--- config.mk ---
export PLATFORM = sky130hd
export DESIGN_NAME = idle_pwr_ctrl
export DESIGN_NICKNAME = d
export VERILOG_FILES = /design/src/rtl/idle_pwr_pkg.sv /design/src/rtl/idle_wake_detect.sv /design/src/rtl/idle_resume_arb.sv /design/src/rtl/idle_seq_fsm.sv /design/src/rtl/idle_pwr_ctrl.sv
export SDC_FILE = /design/constraint.sdc
export NUM_CORES = 1
export LEC_CHECK = 0
export ABC_AREA = 1
export BUFFER_PORTS_ARGS = -buffer_cell sky130_fd_sc_hd__buf_2
export CAP_MARGIN = 10
export CORE_MARGIN = 2
export CORE_UTILIZATION = 37
export DETAILED_ROUTE_END_ITERATION = 8
export HOLD_SLACK_MARGIN = 0.12
export PLACE_DENSITY = 0.81
export SETUP_SLACK_MARGIN = 0.05
export SYNTH_ARGS = -nofsm -noshare
export SYNTH_HDL_FRONTEND = slang
export SYNTH_SLANG_ARGS = --single-unit
--- constraint.sdc ---
create_clock -name clk -period 1.4 [get_ports clk]
set_input_delay 0.07 -clock clk [delete_from_list [all_inputs] [get_ports clk]]
set_output_delay 0.07 -clock clk [all_outputs]
set_load 0.01 [all_outputs]
--- src/rtl/idle_pwr_pkg.sv ---
package idle_pwr_pkg;
  typedef enum logic [1:0] {
    ST_RUN   = 2'd0,
    ST_ENTER = 2'd1,
    ST_IDLE  = 2'd2
  } pstate_e;

  typedef enum logic [1:0] {
    RES_NEXT  = 2'd0,
    RES_ISR   = 2'd1,
    RES_RESET = 2'd2
  } resume_e;
endpackage

--- src/rtl/idle_wake_detect.sv ---
module idle_wake_detect #(
  parameter int NUM_SRC = 8
) (
  input  logic [NUM_SRC-1:0] pend_i,
  input  logic [NUM_SRC-1:0] en_i,
  output logic               irq_any_o
);
  logic [NUM_SRC-1:0] armed;

  for (genvar g = 0; g < NUM_SRC; g++) begin : g_src
    assign armed[g] = pend_i[g] & en_i[g];
  end

  assign irq_any_o = |armed;
endmodule

--- src/rtl/idle_resume_arb.sv ---
module idle_resume_arb
  import idle_pwr_pkg::*;
(
  input  logic    dev_rst_i,
  input  logic    irq_wake_i,
  input  logic    wdt_to_i,
  output logic    wake_o,
  output resume_e sel_o
);
  always_comb begin
    wake_o = dev_rst_i | irq_wake_i | wdt_to_i;
    if (dev_rst_i)       sel_o = RES_RESET;
    else if (irq_wake_i) sel_o = RES_ISR;
    else                 sel_o = RES_NEXT;
  end
endmodule

--- src/rtl/idle_seq_fsm.sv ---
module idle_seq_fsm
  import idle_pwr_pkg::*;
(
  input  logic    clk,
  input  logic    rst_n,
  input  logic    pwrsave_req_i,
  input  logic    irq_any_i,
  input  logic    dev_rst_i,
  input  logic    wake_i,
  input  resume_e wake_sel_i,
  output logic    held_o,
  output logic    core_clk_en_o,
  output logic    wdt_clr_o,
  output logic    resume_vld_o,
  output resume_e resume_sel_o
);
  pstate_e state_q;
  logic    held_q;

  always_ff @(posedge clk or negedge rst_n) begin
    if (!rst_n) begin
      state_q      <= ST_RUN;
      held_q       <= 1'b0;
      wdt_clr_o    <= 1'b0;
      resume_vld_o <= 1'b0;
      resume_sel_o <= RES_NEXT;
    end else begin
      wdt_clr_o    <= 1'b0;
      resume_vld_o <= 1'b0;
      unique case (state_q)
        ST_RUN: begin
          if (pwrsave_req_i && !dev_rst_i) begin
            state_q   <= ST_ENTER;
            wdt_clr_o <= 1'b1;
            held_q    <= irq_any_i;
          end
        end
        ST_ENTER: begin
          if (dev_rst_i) begin
            state_q      <= ST_RUN;
            resume_vld_o <= 1'b1;
            resume_sel_o <= RES_RESET;
            held_q       <= 1'b0;
          end else begin
            state_q <= ST_IDLE;
            if (irq_any_i) held_q <= 1'b1;
          end
        end
        ST_IDLE: begin
          if (wake_i) begin
            state_q      <= ST_RUN;
            resume_vld_o <= 1'b1;
            resume_sel_o <= wake_sel_i;
            held_q       <= 1'b0;
          end
        end
        default: state_q <= ST_RUN;
      endcase
    end
  end

  assign held_o        = held_q && (state_q == ST_IDLE);
  assign core_clk_en_o = (state_q == ST_RUN);
endmodule

--- src/rtl/idle_pwr_ctrl.sv ---
module idle_pwr_ctrl
  import idle_pwr_pkg::*;
#(
  parameter int NUM_SRC = 8
) (
  input  logic               clk,
  input  logic               rst_n,
  input  logic               pwrsave_req_i,
  input  logic [NUM_SRC-1:0] irq_pend_i,
  input  logic [NUM_SRC-1:0] irq_en_i,
  input  logic               wdt_timeout_i,
  input  logic               dev_rst_i,
  input  logic               wdt_en_i,
  input  logic               clkmon_en_i,
  output logic               core_clk_en_o,
  output logic               wdt_clr_o,
  output logic               lposc_en_o,
  output logic               resume_vld_o,
  output logic [1:0]         resume_sel_o
);
  logic    irq_any;
  logic    held;
  logic    wake;
  resume_e wake_sel;
  resume_e sel_q;

  idle_wake_detect #(.NUM_SRC(NUM_SRC)) u_detect (
    .pend_i    (irq_pend_i),
    .en_i      (irq_en_i),
    .irq_any_o (irq_any)
  );

  idle_resume_arb u_arb (
    .dev_rst_i  (dev_rst_i),
    .irq_wake_i (irq_any | held),
    .wdt_to_i   (wdt_timeout_i),
    .wake_o     (wake),
    .sel_o      (wake_sel)
  );

  idle_seq_fsm u_fsm (
    .clk           (clk),
    .rst_n         (rst_n),
    .pwrsave_req_i (pwrsave_req_i),
    .irq_any_i     (irq_any),
    .dev_rst_i     (dev_rst_i),
    .wake_i        (wake),
    .wake_sel_i    (wake_sel),
    .held_o        (held),
    .core_clk_en_o (core_clk_en_o),
    .wdt_clr_o     (wdt_clr_o),
    .resume_vld_o  (resume_vld_o),
    .resume_sel_o  (sel_q)
  );

  assign resume_sel_o = sel_q;
  assign lposc_en_o   = wdt_en_i | clkmon_en_i;
endmodule

==> out/metrics.cfg <==
[outcome]
status = complete, no violations

[timing]
finalClockSkew_ps = 1.04
setup_ws_ps = 45.4
slew_violations = 0
slew_headroom_pct = 81.8
clock.fmax_mhz = 738
setup_violations = 0
hold_violations = 0
post-route-min-period_ps = 1350
fin_setup_tns_ps = 0
period_share_pct = 96.8
worst_pin_slew_ps = 272
rsz0062_at_grt = yes

[worst_setup_path]
cp_max_fo = 4
crit_type = register to register
worst_ep_required_time_ps = 1540
cpMaxStageDelayCell = dfrtp_2
cp.arrival_ps = 1500
cp-end-kind = register
cpPeakStageDelay_ps = 450
critPathBufInv = 3
path_cells = inv_4 > ha_4 > inv_1 > nor2_4 > nand3_1 > nand2_1 > inv_2 > nand3_1 > nand2_1
startpoint_type = register
ff2ff_setup_slack_ps = 50
cpLargestDelayFamily = simple AND/OR/NAND/NOR gates

[synth]
yosys_warnings = 0
synth.distinct_cells = 15
ys_seq_elements = 7
syn_avg_cell_area_sq_um = 6.83
ys_seq_area_share_pct = 34.7
synth.net_count = 100
syn_inst = 74
syn_area_sq_um = 505

[route]
highest_layer = met3
ant_nets = 0
wl_per_cell_um = 10.0
routed_wl_mm = 1.24
vias = 560
drc = 0
met3_length_um = 67
drt_pass1_iterations = 4
wl_met1_um = 456
drt-initial-drc-count = 8
via_per_inst = 4.52
wl_met2_um = 719

[clocking]
cts.clk_slew.worst_paths_ps = 50
cts.sinks = 7
clock_path_buffers = 2
numCtsBuffers = 3
clkLatencyLatePin_ps = 250
htree_levels = 1
cts_tree = built
cts_root_buffer = clkbuf_4

[floorplanning]
core_sq_mm = 0.00128
die_area_sq_mm = 0.00168
start_util_pct = 39.3
ioPinCount = 29
fp.dieH_um = 41.0
die_width_um = 41.0
rows = 13

[layout]
antennaDiodeCount = 0
mostFrequentLayoutCells = nand2_1 (34), buf_2 (28), dfrtp_1 (6)
utilization_pct = 60.6
mostFrequentLayoutCell = nand2_1
area_growth_pct = 54.0
final_nets = 136
layout.cells.non_filler = 124
drive_gt1_share_pct = 50.5

[placed_design]
place.gp.congestion = 0.841
dp_hpwl_um = 978
dp.cells = 118
pre_cts_ws_ps = -31.4
io_buffers = 28

[pwr]
p_int_w = 0.000762
peakVddDrop_mv = 1.03
power_switching_w = 0.000595
seqPwrFrac_pct = 26.4
finalPower_w = 0.00136
cellPowerDensity_mw_per_mm2 = 1740
switching_share_pct = 43.9
clkPwrFrac_pct = 13.2
p_leak_nw = 0.429
power_frac_comb_pct = 60.4

[global_routing]
grt_overflow = 0
grt_usage_pct = 19.1
grt_pass1_vias = 561
grt_max_degree = 8
grt_pass1_wl_mm = 2.09
grt_antenna_before_repair = 0

[hold_path]
hold_class = input port to register

[run]
drv_cap = 0

layout make-up:
| type | count | area [sq um] |
|---|---|---|
| clock buffer | 4 | 26.3 |
| multi-input combinational | 58 | 355 |
| sequential | 7 | 176 |
| fill | 109 | 507 |
| inverter | 9 | 36.3 |
| timing repair buffer | 31 | 165 |
| tap | 15 | 18.8 |
worst paths after layout:
path | cells past startpoint | to | from
setup / recovery | 9 | u_fsm.held_q$_DFFE_PN0P_ | u_fsm.state_q[1]$_DFFE_PN0P_
max in group asynchronous | 2 | u_fsm.state_q[1]$_DFFE_PN0P_ | rst_n
min in group asynchronous | 2 | u_fsm.resume_sel_o[1]$_DFFE_PN0P_ | rst_n
hold reg to reg | 2 | u_fsm.resume_sel_o[0]$_DFFE_PN0P_ | u_fsm.resume_sel_o[0]$_DFFE_PN0P_
hold / removal | 3 | u_fsm.resume_vld_o$_DFF_PN0_ | dev_rst_i
setup reg to reg | 9 | u_fsm.held_q$_DFFE_PN0P_ | u_fsm.state_q[1]$_DFFE_PN0P_
worst min-delay path, stage by stage:
cell and delay [ps]:
buf_2 140, nand2_1 80, a21oi_1 60
stage by stage:
stage / cell area (sq um) / hold WS, ps
finish: 778 / 138
global route: 778 / 147
CTS: 723 / 129
detailed placement: 672 / -83.6
global placement: 672 / -89.8
floorplan: 505 / -226
cell families (layout without fill, tap and decap cells):
group / after synthesis / in the layout / synth area share (%)
AND/OR/NAND/NOR: 53 / 53 / 49.3
buffers and inverters: 9 / 44 / 6.68
flip-flops: 7 / 7 / 34.7
adder cells (fa/ha/maj): 3 / 3 / 7.43
AO/OA/AOI/OAI: 2 / 2 / 1.98
flip-flops by register name, indices dropped and copies added, names as in the netlist:
| name | count |
|---|---|
| u_fsm.resume_vld_o | 1 |
| u_fsm.held_q | 1 |
| u_fsm.state_q | 2 |
| u_fsm.resume_sel_o | 2 |
| u_fsm.wdt_clr_o | 1 |
power groups by stage:
stage	logic [W]	registers (W)	clock network, W
after floorplan	0.000422	0.000344	0
after detailed placement	0.000621	0.000330	0
final	0.000820	0.000359	0.000179
after global placement	0.000605	0.000327	0
after CTS	0.000663	0.000328	0.000189
after global routing	0.000922	0.000369	0.000195
layer usage:
layer / up-vias / global-route usage [%]
li1: 296 / -
met1: 250 / 19.9
met2: 14 / 35.2
met3: 0 / 8.70
met4: 0 / 2.50
met5: - / 0
synthesized netlist by cell type:
master / number / area share (%)
nor2_2: 1 / 1.2
nor2_4: 2 / 4.5
o21ai_0: 1 / 0.99
ha_1: 3 / 7.4
nand2_1: 35 / 26
a21oi_1: 1 / 0.99
nor2_1: 4 / 3.0
dfrtp_1: 7 / 35
nand2_2: 3 / 3.7
or2_2: 1 / 1.2
nand3_1: 5 / 4.9
nand4_1: 1 / 1.2
nand3_4: 1 / 3.5
clkinv_1: 1 / 0.74
inv_1: 8 / 5.9
repair_timing:
item                       CTS  global route
gates resized for setup      3            16
setup buffers                1             0
pin swaps                    1             8
hold buffers                 1             0
setup endpoints to repair    2             5
hold endpoints to repair     7             0
Note: power is estimated with default switching activity, not from simulation.
